==> src/rtl/uirq_pkg.sv <==
package uirq_pkg;

    localparam logic [2:0] ADDR_DATA = 3'd0;
    localparam logic [2:0] ADDR_MASK = 3'd1;
    localparam logic [2:0] ADDR_IDFC = 3'd2;
    localparam logic [2:0] ADDR_MCTL = 3'd4;

    typedef enum logic [1:0] {
        CAUSE_MODEM = 2'b00,
        CAUSE_TX    = 2'b01,
        CAUSE_RX    = 2'b10,
        CAUSE_LINE  = 2'b11
    } cause_e;

    typedef struct packed {
        logic line;
        logic rx;
        logic tmo;
        logic tx;
        logic modem;
    } src_t;

    typedef struct packed {
        logic [1:0] mode;
        logic [1:0] zero;
        logic       tmo;
        cause_e     cause;
        logic       nopend;
    } idbyte_t;

    function automatic int unsigned trig_bytes(input logic [1:0] sel);
        case (sel)
            2'b00:   return 1;
            2'b01:   return 4;
            2'b10:   return 8;
            default: return 14;
        endcase
    endfunction

endpackage

==> src/rtl/uirq_regs.sv <==
module uirq_regs
    import uirq_pkg::*;
(
    input  logic       clk,
    input  logic       rst,
    input  logic [2:0] bus_addr,
    input  logic       bus_wr,
    input  logic [7:0] bus_wdata,
    output logic [3:0] ier,
    output logic       fifo_en,
    output logic [1:0] trig_sel,
    output logic [4:0] mcr,
    output logic       rx_flush,
    output logic       tx_flush
);

    always_ff @(posedge clk) begin
        if (rst) begin
            ier      <= 4'h0;
            fifo_en  <= 1'b0;
            trig_sel <= 2'b00;
            mcr      <= 5'h00;
            rx_flush <= 1'b0;
            tx_flush <= 1'b0;
        end else begin
            rx_flush <= 1'b0;
            tx_flush <= 1'b0;
            if (bus_wr) begin
                case (bus_addr)
                    ADDR_MASK: ier <= bus_wdata[3:0];
                    ADDR_IDFC: begin
                        fifo_en  <= bus_wdata[0];
                        rx_flush <= bus_wdata[1];
                        tx_flush <= bus_wdata[2];
                        trig_sel <= bus_wdata[7:6];
                    end
                    ADDR_MCTL: mcr <= bus_wdata[4:0];
                    default: ;
                endcase
            end
        end
    end

endmodule

==> src/rtl/uirq_rx_timeout.sv <==
module uirq_rx_timeout #(
    parameter int LVL_W    = 5,
    parameter int TO_CHARS = 4
) (
    input  logic             clk,
    input  logic             rst,
    input  logic [LVL_W-1:0] rx_level,
    input  logic             fifo_en,
    input  logic             rx_push,
    input  logic             host_rx_rd,
    input  logic             rx_flush,
    input  logic             char_tick,
    output logic             to_flag
);

    localparam int CNT_W = $clog2(TO_CHARS + 1);
    localparam logic [CNT_W-1:0] CNT_MAX = CNT_W'(TO_CHARS);

    logic [CNT_W-1:0] cnt_q;
    logic             restart;

    assign restart = (rx_level == '0) || rx_push || host_rx_rd || rx_flush || !fifo_en;

    always_ff @(posedge clk) begin
        if (rst || restart) begin
            cnt_q <= '0;
        end else if (char_tick && cnt_q != CNT_MAX) begin
            cnt_q <= cnt_q + 1'b1;
        end
    end

    assign to_flag = (cnt_q == CNT_MAX);

endmodule

==> src/rtl/uirq_prio.sv <==
module uirq_prio
    import uirq_pkg::*;
#(
    parameter int LVL_W = 5
) (
    input  logic             clk,
    input  logic             rst,
    input  logic [3:0]       ier,
    input  logic             fifo_en,
    input  logic [1:0]       trig_sel,
    input  logic [LVL_W-1:0] rx_level,
    input  logic             to_flag,
    input  logic             lsr_err,
    input  logic             msr_chg,
    input  logic             thr_empty_set,
    input  logic             thr_wr,
    input  logic             id_rd,
    output logic [7:0]       iir,
    output logic             pending
);

    logic             tx_pend_q;
    logic [LVL_W-1:0] thresh;
    src_t             src;
    idbyte_t          idb;

    assign thresh = fifo_en ? LVL_W'(trig_bytes(trig_sel)) : LVL_W'(1);

    always_comb begin
        src.line  = ier[2] & lsr_err;
        src.rx    = ier[0] & (rx_level >= thresh) & (rx_level != '0);
        src.tmo   = ier[0] & to_flag;
        src.tx    = ier[1] & tx_pend_q;
        src.modem = ier[3] & msr_chg;
    end

    always_comb begin
        idb.mode   = {2{fifo_en}};
        idb.zero   = 2'b00;
        idb.tmo    = 1'b0;
        idb.cause  = CAUSE_MODEM;
        idb.nopend = 1'b0;
        if (src.line) begin
            idb.cause = CAUSE_LINE;
        end else if (src.rx || src.tmo) begin
            idb.cause = CAUSE_RX;
            idb.tmo   = src.tmo;
        end else if (src.tx) begin
            idb.cause = CAUSE_TX;
        end else if (!src.modem) begin
            idb.nopend = 1'b1;
        end
    end

    always_ff @(posedge clk) begin
        if (rst) begin
            tx_pend_q <= 1'b0;
        end else begin
            tx_pend_q <= (tx_pend_q
                          & ~thr_wr
                          & ~(id_rd && !idb.nopend && idb.cause == CAUSE_TX))
                         | thr_empty_set;
        end
    end

    assign iir     = idb;
    assign pending = ~idb.nopend;

endmodule

==> src/rtl/uart_irq_id.sv <==
module uart_irq_id
    import uirq_pkg::*;
#(
    parameter int FIFO_DEPTH = 16,
    parameter int TO_CHARS   = 4,
    parameter int LVL_W      = $clog2(FIFO_DEPTH + 1)
) (
    input  logic             clk,
    input  logic             rst,
    input  logic [2:0]       bus_addr,
    input  logic             bus_wr,
    input  logic             bus_rd,
    input  logic [7:0]       bus_wdata,
    output logic [7:0]       bus_rdata,
    input  logic [LVL_W-1:0] rx_level,
    input  logic             rx_push,
    input  logic             char_tick,
    input  logic             thr_empty_set,
    input  logic             lsr_err,
    input  logic             msr_chg,
    output logic             irq,
    output logic             fifo_en,
    output logic             rx_flush,
    output logic             tx_flush
);

    logic [3:0] ier;
    logic [1:0] trig_sel;
    logic [4:0] mcr;
    logic       to_flag;
    logic [7:0] iir;
    logic       pending;
    logic       out2;
    logic       host_rx_rd;
    logic       thr_wr;
    logic       id_rd;

    assign host_rx_rd = bus_rd && bus_addr == ADDR_DATA;
    assign thr_wr     = bus_wr && bus_addr == ADDR_DATA;
    assign id_rd      = bus_rd && bus_addr == ADDR_IDFC;
    assign out2       = mcr[3];

    uirq_regs u_regs (
        .clk       (clk),
        .rst       (rst),
        .bus_addr  (bus_addr),
        .bus_wr    (bus_wr),
        .bus_wdata (bus_wdata),
        .ier       (ier),
        .fifo_en   (fifo_en),
        .trig_sel  (trig_sel),
        .mcr       (mcr),
        .rx_flush  (rx_flush),
        .tx_flush  (tx_flush)
    );

    uirq_rx_timeout #(.LVL_W(LVL_W), .TO_CHARS(TO_CHARS)) u_tmo (
        .clk        (clk),
        .rst        (rst),
        .rx_level   (rx_level),
        .fifo_en    (fifo_en),
        .rx_push    (rx_push),
        .host_rx_rd (host_rx_rd),
        .rx_flush   (rx_flush),
        .char_tick  (char_tick),
        .to_flag    (to_flag)
    );

    uirq_prio #(.LVL_W(LVL_W)) u_prio (
        .clk           (clk),
        .rst           (rst),
        .ier           (ier),
        .fifo_en       (fifo_en),
        .trig_sel      (trig_sel),
        .rx_level      (rx_level),
        .to_flag       (to_flag),
        .lsr_err       (lsr_err),
        .msr_chg       (msr_chg),
        .thr_empty_set (thr_empty_set),
        .thr_wr        (thr_wr),
        .id_rd         (id_rd),
        .iir           (iir),
        .pending       (pending)
    );

    always_comb begin
        case (bus_addr)
            ADDR_MASK: bus_rdata = {4'h0, ier};
            ADDR_IDFC: bus_rdata = iir;
            ADDR_MCTL: bus_rdata = {3'b000, mcr};
            default:   bus_rdata = 8'h00;
        endcase
    end

    assign irq = pending & out2;

endmodule

==> config.mk <==
export PLATFORM = sky130hd
export DESIGN_NAME = uart_irq_id
export DESIGN_NICKNAME = d
export VERILOG_FILES = /design/src/rtl/uirq_pkg.sv /design/src/rtl/uirq_regs.sv /design/src/rtl/uirq_rx_timeout.sv /design/src/rtl/uirq_prio.sv /design/src/rtl/uart_irq_id.sv
export SDC_FILE = /design/constraint.sdc
export NUM_CORES = 1
export LEC_CHECK = 0
export BUFFER_PORTS_ARGS = -buffer_cell sky130_fd_sc_hd__buf_2
export CORE_MARGIN = 4
export CORE_UTILIZATION = 51
export CTS_CLUSTER_SIZE = 20
export DETAILED_ROUTE_END_ITERATION = 10
export PLACE_DENSITY_LB_ADDON = 0.12
export SKIP_LAST_GASP = 1
export SLEW_MARGIN = 15
export SYNTH_ARGS = -nofsm -noshare
export SYNTH_HDL_FRONTEND = slang
export SYNTH_HIERARCHICAL = 1
export SYNTH_SLANG_ARGS = --single-unit
==> constraint.sdc <==
create_clock -name clk -period 2.8 [get_ports clk]
set_input_delay 0.42 -clock clk [delete_from_list [all_inputs] [get_ports clk]]
set_output_delay 0.42 -clock clk [all_outputs]
set_load 0.05 [all_outputs]
==> flow_summary.toml, run 1 <==
[hold_path]
hp-class = "in -> reg"
holdPathStages = 3

[timing]
setup_slack_ns = 0.0276
timing.final.crit_share_pct = 99.0
hold_viol = 0
fmax_ghz = 0.361
setup_viol = 0
worst_pin_slew_ns = 1.55
rsz0062_at_grt = "yes"
relSlewSlack_pct = -3.37
period_needed_ns = 2.77
slew_violations = 1
fin_worst_skew_ns = 0.00614

[routing]
drt_iter0_drc = 27
wl_um = 2870
drc_errors = 0
wl_per_cell_um = 13.8
detail-route-antenna-nets = 0
first_pass_iters = 4
avgViaCountPerCell = 5.43
vias = 1130

[die]
dieArea_um2 = 3430
start_util_pct = 53.2
io_pins = 37
coreArea_um2 = 2450
fp.dieH_um = 58.6
dieWidth_um = 58.6
rows = 18

[yosys]
ys_seq_elements = 18
syn_inst = 139
synth_top_area_cell = "dfxtp_1"
synth_top_area_share_pct = 27.6
synthArstFlopShare_pct = 0
yosys-top-cells-count = "nand2b_1, dfxtp_1, mux2i_1"
synth.area.top_cells = "dfxtp_1, mux2i_1, nand2b_1"
avgSynthCellArea_um2 = 9.39
synth_enable_flop_cells = 0
synth_area_um2 = 1310
synth.distinct_cells = 44
synth_seq_area_share_pct = 27.6
yosysMostFrequentCell = "nand2b_1"
yosysWarningCount = 6
ys.flop_type = "dfxtp_1"

[cells_and_area]
final_nets = 210
fin_util_pct = 65.6
fin_area_um2 = 1610
n_antenna_cell = 0
area_growth_pct = 23.5
layout-drive-gt1-share_pct = 38.8
fillers = 222

[setup_path]
cp.depth = 11
reg2regPathDepth = 8
crit_fanout = 4
path_cells = "inv_2 -> ha_4 -> and2_4 -> o21a_1 -> a31o_1 -> a41oi_2 -> buf_4 -> nand2_1 -> nor4bb_1 -> a211o_1 -> buf_6"
start_kind = "register"
cp_data_required_time_ns = 2.38
end_kind = "primary output"
critPathArrivalTime_ns = 2.35
critPathBufInv = 3
critical_path_class = "reg -> out"
critPathMaxStageDelay_ns = 0.35
slowest_stage = "dfxtp_2"
crit_family = "compound AO/OA/AOI/OAI gates"

[place]
dp_hpwl_um = 2110
io_buffers = 34
place_ws_ns = -0.0109
place_area_um2 = 1460
place_congestion = 0.743

[cts]
clock_latency_ns = 0.30
cts.htree.levels = 1
ctsHoldBuffers = 0
cts_buffer_depth = 2
clock_sinks = 18
cts_buffers = 3
clockRootBuffer = "clkbuf_4"
clk_pin_slew_ns = 0.10
cts_tree = "yes"

[power_and_ir_drop]
p_per_area_nw_per_um2 = 325
p_leak_nw = 0.761
ir_worst_vdd_mv = 0.329

[run_status]
outcome = "finished, violations left"
violations = "max-slew violations"

[global_route]
grt_max_degree = 24
antenna_found_initial = 0
grt_pass1_vias = 1044
track_usage_pct = 17.4
grt_overflow_total = 0
grt_pass1_wl_um = 4620

[flow_run]
maxCapViolCount = 0
[stage by stage]
step | power, W | instances | hold WS (ns) | TNS, ns
final | 0.000524 | 208 | 0.357 | 0
after global routing | 0.000552 | 208 | 0.381 | -0.148
after CTS | 0.000527 | 205 | 0.354 | 0
after detailed placement | 0.000361 | 196 | 0.477 | -0.0109
after global placement | 0.000359 | 196 | 0.465 | -0.000156
after floorplan | 0.000332 | 140 | 0.444 | 0
[final timing paths]
kind	from	end	slack, ns
worst max-delay path	u_tmo/cnt_q[1]	bus_rdata[2]	0.03
worst min-delay path	bus_wdata[6]	u_regs/trig_sel[0]	0.36
worst max register to register	u_tmo/cnt_q[1]	u_prio/tx_pend_q	1.21
worst min register to register	u_regs/mcr[2]	u_regs/mcr[2]	0.49
[flip-flops by register name, indices dropped and copies added, names as in the netlist]
name              cells
u_regs/tx_flush       1
u_regs/trig_sel       2
u_tmo/cnt_q           3
u_regs/rx_flush       1
u_prio/tx_pend_q      1
u_regs/fifo_en        1
u_regs/mcr            5
u_regs/ier            4
[routing by layer]
metal,routed length [µm],part of all wire [%],global-route usage [%],up-vias
met4,34,1.2,8.74,0
met1,1390,49,23.5,525
li1,-,-,-,577
met2,1280,45,27.0,24
met5,0,0,0,-
met3,158,5.5,2.85,4
[logic make-up (layout without fill, tap and decap cells)]
| logic type | count (synthesis) | after routing | synth area share (%) |
|---|---|---|---|
| other cells | 1 | 2 | 0.287 |
| simple gates | 66 | 66 | 37.5 |
| compound gates | 18 | 18 | 10.8 |
| fa+ha+maj | 6 | 6 | 5.75 |
| flops | 18 | 18 | 27.6 |
| buf+inv | 16 | 54 | 7.38 |
| mux | 13 | 13 | 9.97 |
| xor+xnor | 1 | 1 | 0.671 |
[worst reg2reg max path: cells and delay by family, from the launching register on]
| kind | cells | cell delay [ns] |
|---|---|---|
| adder cells (fa/ha/maj) | 1 | 0.15 |
| flip-flops | 1 | 0.35 |
| buffers and inverters | 2 | 0.20 |
| AND/OR/NAND/NOR | 1 | 0.15 |
| AO/OA/AOI/OAI | 4 | 0.63 |
[layout make-up]
class / count / area, µm² / area share (%)
Tap cell: 30 / 37.5 / 2.33
Multi-Input combinational cell: 106 / 882 / 54.7
Sequential cell: 18 / 369 / 22.9
Timing Repair Buffer: 45 / 268 / 16.6
Clock buffer: 4 / 36.3 / 2.25
Inverter: 5 / 18.8 / 1.16
[cells in the final DEF, fill, tap and decap left out, types with 3 or more instances in the layout]
cell type and n:
nor3b_1 4, nand2b_1 20, ha_1 5, nand2_1 8, and4bb_1 4, buf_4 12
mux2i_1 13, nor2_1 3, nor4bb_1 4, dfxtp_2 4, a21oi_1 4, dfxtp_1 13
clkbuf_4 3, buf_2 31, inv_1 3, a211o_1 4
[power by group]
group	internal, W	switching (W)	leakage (nW)
clock network	0.0000795	0.0000834	0.0210
registers	0.000260	0.00000474	0.149
logic	0.0000467	0.0000496	0.592
[timing repair]
item                       4_1_cts  5_1_grt
hold endpoints to repair         0        0
resized for setup               12        6
setup buffers                    5        3
setup endpoints to repair        3        3
pin swaps                        4        4
(Power assumes the default switching activity.)
==> run 2, diff against run 1 <==
--- a/config.mk
+++ b/config.mk
@@ -12,7 +12,7 @@
 export DETAILED_ROUTE_END_ITERATION = 10
 export PLACE_DENSITY_LB_ADDON = 0.12
 export SKIP_LAST_GASP = 1
-export SLEW_MARGIN = 15
+export SLEW_MARGIN = 20
 export SYNTH_ARGS = -nofsm -noshare
 export SYNTH_HDL_FRONTEND = slang
 export SYNTH_HIERARCHICAL = 1
==> constraint.sdc (replaced) <==
create_clock -name clk -period 2.75 [get_ports clk]
set_input_delay 0.4125 -clock clk [delete_from_list [all_inputs] [get_ports clk]]
set_output_delay 0.4125 -clock clk [all_outputs]
set_load 0.05 [all_outputs]
==> flow_summary.toml, run 2 (same netlist as run 1, synthesis figures left out) <==
[hold_path]
hp-class = "in -> reg"

[global_route]
met3_usage_pct = 1.54
grt_pass1_wl_um = 4850
grt_overflow_total = 0
top_usage_layer = "met2"
grt_max_degree = 24
groute.layer.met2.usage_pct = 30.8
track_usage_pct = 17.9
antenna_found_initial = 0
met1_usage_pct = 23.5
grt_pass1_vias = 1092

[cells_and_area]
largest_reg_flops = 5
final_cell_mix = "buf_2, nand2b_1, buf_4, dfxtp_1, mux2i_1"
fin_area_um2 = 1610
final_nets = 212
multi_input_area_um2 = 876
final_common_cell = "buf_2"
top_register = "u_regs/mcr"
seqCellArea_um2 = 369
fillers = 204
n_antenna_cell = 0
layout-drive-gt1-share_pct = 38.5
reg_top3 = "u_regs/mcr x5, u_regs/ier x4, u_tmo/cnt_q x3"
area_growth_pct = 23.4

[cts]
cts_tree = "yes"
cts_buffers = 3
clockRootBuffer = "clkbuf_4"
clk_pin_slew_ns = 0.09
cts_buffer_depth = 2
clock_latency_ns = 0.29
clock_sinks = 18
cts.htree.levels = 1
ctsHoldBuffers = 0

[setup_path]
end_kind = "primary output"
critical_path_class = "reg -> out"
start_kind = "register"
critPathArrivalTime_ns = 2.36
cp_data_required_time_ns = 2.34
crit_fanout = 4

[die]
rows = 18
start_util_pct = 53.2
io_pins = 37
coreArea_um2 = 2450
dieWidth_um = 58.6
fp.dieH_um = 58.6
dieArea_um2 = 3430

[timing]
fmax_ghz = 0.360
relSlewSlack_pct = -2.74
period_needed_ns = 2.77
hold_viol = 0
fin_worst_skew_ns = 0.00202
setup_slack_ns = -0.0247
setup_viol = 2
timing.final.crit_share_pct = 101
slew_violations = 1
rsz0062_at_grt = "yes"
whs_ns = 0.377
worst_pin_slew_ns = 1.54

[routing]
drt_iter0_drc = 38
wl_per_cell_um = 14.6
detail-route-antenna-nets = 0
first_pass_iters = 4
vias = 1161
drc_errors = 0
wl_um = 3060
avgViaCountPerCell = 5.56

[run_status]
violations = "max-slew violations, negative setup slack"
outcome = "finished, violations left"

[power_and_ir_drop]
p_per_area_nw_per_um2 = 311
ir_worst_vdd_mv = 0.241
total_power_w = 0.000500
p_leak_nw = 0.761

[place]
io_buffers = 34
place_congestion = 0.738
place_area_um2 = 1490
dp_hpwl_um = 2230

[flow_run]
maxCapViolCount = 0
## run 2: worst paths after layout
kind	slack (ns)	cells after the start	end	from
max reg2reg	1.09	8	u_prio/tx_pend_q	u_tmo/cnt_q[0]
min	0.38	3	u_regs/trig_sel[0]	bus_wdata[6]
max	-0.02	11	bus_rdata[2]	u_tmo/cnt_q[0]
min reg2reg	0.49	2	u_regs/mcr[0]	u_regs/mcr[0]
## run 2: repair_timing
item                                    CTS  global route
endpoints found under the setup margin    3             3
cloned                                    0             0
pin swaps                                 5             7
endpoints found under the hold margin     0             0
gates resized for setup                  13             4
setup buffers                             4             3
## run 2: report_power, final
part | internal, W | switching, W | leakage, nW
registers | 0.000265 | 0.00000483 | 0.149
logic | 0.0000491 | 0.0000530 | 0.599
clock network | 0.0000509 | 0.0000773 | 0.0138
total | 0.000365 | 0.000135 | 0.761
## run 2: worst max-delay path, cell delays in order, from the launching register on
cell,delay (ns)
dfxtp_2,0.34
inv_1,0.04
ha_2,0.17
and2_4,0.16
o21a_1,0.17
a31o_1,0.21
a41oi_2,0.25
buf_4,0.16
nand2_1,0.04
nor4bb_1,0.13
a211o_1,0.24
buf_6,0.15
## run 2: metal layers
| metal | wire length (µm) | share of wire [%] |
|---|---|---|
| met1 | 1390 | 45 |
| met3 | 160 | 5.2 |
| met4 | 6 | 0.20 |
| met5 | 0 | 0 |
| met2 | 1500 | 49 |
## run 2: cell type report
type,instances,area share [%]
Inverter,5,1.17
Timing Repair Buffer,47,17.8
Tap cell,30,2.33
Sequential cell,18,22.9
Multi-Input combinational cell,106,54.4
Clock buffer,3,1.40
## run 2: metrics by stage
| step | setup slack (ns) | instances | TNS [ns] | util, % |
|---|---|---|---|---|
| floorplan | 0.0695 | 140 | 0 | - |
| global placement | -0.0260 | 199 | -0.0260 | 60.5 |
| detailed placement | -0.0537 | 199 | -0.0551 | 60.5 |
| CTS | 0.00740 | 206 | 0 | 63.9 |
| global route | -0.114 | 209 | -0.322 | 65.6 |
| finish | -0.0247 | 209 | -0.0375 | 65.6 |
==> run 3, diff against run 2 <==
--- a/config.mk
+++ b/config.mk
@@ -7,10 +7,13 @@
 export LEC_CHECK = 0
 export BUFFER_PORTS_ARGS = -buffer_cell sky130_fd_sc_hd__buf_2
 export CORE_MARGIN = 4
-export CORE_UTILIZATION = 51
+export CORE_UTILIZATION = 54
+export CTS_BUF_LIST = sky130_fd_sc_hd__clkbuf_4 sky130_fd_sc_hd__clkbuf_8
 export CTS_CLUSTER_SIZE = 20
 export DETAILED_ROUTE_END_ITERATION = 10
+export GPL_TIMING_DRIVEN = 0
 export PLACE_DENSITY_LB_ADDON = 0.12
+export SKIP_CTS_REPAIR_TIMING = 1
 export SKIP_LAST_GASP = 1
 export SLEW_MARGIN = 20
 export SYNTH_ARGS = -nofsm -noshare
==> flow_summary.toml, run 3 (same netlist as run 1, synthesis figures left out) <==
[cells_and_area]
largest_reg_flops = 5
top_register = "u_regs/mcr"
layout-drive-gt1-share_pct = 39.9
final_cell_mix = "buf_2, nand2b_1, dfxtp_1, mux2i_1, buf_4"
area_growth_pct = 26.4
n_antenna_cell = 0
fin_util_pct = 73.1
final_nets = 215
final_common_cell = "buf_2"
fillers = 181
instances_no_fill = 211
reg_top3 = "u_regs/mcr x5, u_regs/ier x4, u_tmo/cnt_q x3"
fin_area_um2 = 1650

[setup_path]
crit_family = "compound AO/OA/AOI/OAI gates"
slowest_stage = "dfxtp_4"
critical_path_class = "reg -> out"
critPathBufInv = 2
path_cells = "o21ai_0 -> ha_1 -> nor2b_1 -> o21ai_2 -> a41oi_2 -> buf_4 -> a32o_2 -> and4bb_4 -> a211o_1 -> buf_6"
crit_fanout = 5
critPathMaxStageDelay_ns = 0.38
cp_data_required_time_ns = 2.34
critPathArrivalTime_ns = 2.40
r2r-start = "u_tmo/cnt_q[1]"
start_kind = "register"
end_kind = "primary output"
crit_start = "u_regs/fifo_en"

[timing]
relSlewSlack_pct = -3.00
fin_worst_skew_ns = 0.00456
period_needed_ns = 2.81
setup_viol = 1
worst_pin_slew_ns = 1.54
whs_ns = 0.327
fmax_ghz = 0.356
setup_slack_ns = -0.0618
rsz0062_at_grt = "yes"
slew_violations = 1
hold_viol = 0
timing.final.crit_share_pct = 102

[routing]
wl_um = 3190
vias = 1174
detail-route-antenna-nets = 0
wl_per_cell_um = 15.1
drt_iter0_drc = 25
avgViaCountPerCell = 5.56
drc_errors = 0
first_pass_iters = 4

[cts]
cts_buffers = 3
cts.htree.levels = 1
clock_sinks = 18
cts_buffer_depth = 2
cts_tree = "yes"
clockRootBuffer = "clkbuf_4"
clock_latency_ns = 0.31
clk_pin_slew_ns = 0.10

[power_and_ir_drop]
ir_worst_vdd_mv = 0.366
p_leak_nw = 0.781
p_per_area_nw_per_um2 = 330

[die]
coreArea_um2 = 2250
dieArea_um2 = 3270
rows = 17
start_util_pct = 57.9
io_pins = 37
dieWidth_um = 57.2
fp.dieH_um = 57.2

[global_route]
grt_overflow_total = 0
antenna_found_initial = 0
grt_max_degree = 12
grt_pass1_vias = 1094
track_usage_pct = 18.8
grt_pass1_wl_um = 4900

[place]
place_congestion = 0.814
io_buffers = 34
dp.cells = 202
place_area_um2 = 1520
dp_hpwl_um = 2390

[run_status]
violations = "max-slew violations, negative setup slack"
outcome = "finished, violations left"

[hold_path]
hp-class = "in -> reg"
min_from = "rst"

[flow_run]
maxCapViolCount = 0
run 3: cell types whose count changed in the layout (fill, tap and decap cells not counted), sizes merged:
cell	before	now
clkbuf	3	7
run 3: layout make-up:
type / instances / area (µm²) / area share, %
flip-flops and latches: 18 / 369 / 22.4
repair buffers: 39 / 226 / 13.7
inverters: 5 / 18.8 / 1.14
plain buffers: 11 / 77.6 / 4.70
well taps: 28 / 35.0 / 2.12
multi-input cells: 106 / 886 / 53.7
clock buffers: 4 / 36.3 / 2.20
run 3: final timing paths:
kind,slack (ns),cells past startpoint,end
setup / recovery,-0.06,10,bus_rdata[1]
hold / removal,0.33,2,u_prio/tx_pend_q
setup reg to reg,1.25,6,u_tmo/cnt_q[1]
hold reg to reg,0.49,2,u_regs/mcr[1]
run 3: worst reg2reg max path, cell delays in order (launching register included):
cell and delay, ns:
dfxtp_2 0.36, inv_2 0.05, ha_4 0.15, buf_4 0.13, a21boi_0 0.41, mux2i_1 0.25
nor2_1 0.06
run 3: per-stage QoR:
| stage | setup slack [ns] | setup TNS (ns) | total power, W |
|---|---|---|---|
| floorplan | 0.0695 | 0 | 0.000339 |
| global placement | -0.0886 | -0.0886 | 0.000372 |
| detailed placement | -0.121 | -0.159 | 0.000376 |
| CTS | -0.323 | -0.699 | 0.000542 |
| global route | -0.186 | -0.387 | 0.000566 |
| finish | -0.0618 | -0.0618 | 0.000544 |
run 3: layer usage:
layer / vias up / track usage, % / wire (µm)
li1: 587 / - / -
met1: 554 / 25.0 / 1430
met2: 28 / 30.8 / 1580
met3: 5 / 1.81 / 127
met4: 0 / 7.95 / 51
met5: - / 0 / 0
run 3: where the power goes:
part	internal (W)	switching (W)
clock	0.0000810	0.0000852
sequential	0.000265	0.00000508
combinational	0.0000524	0.0000547
total	0.000399	0.000145
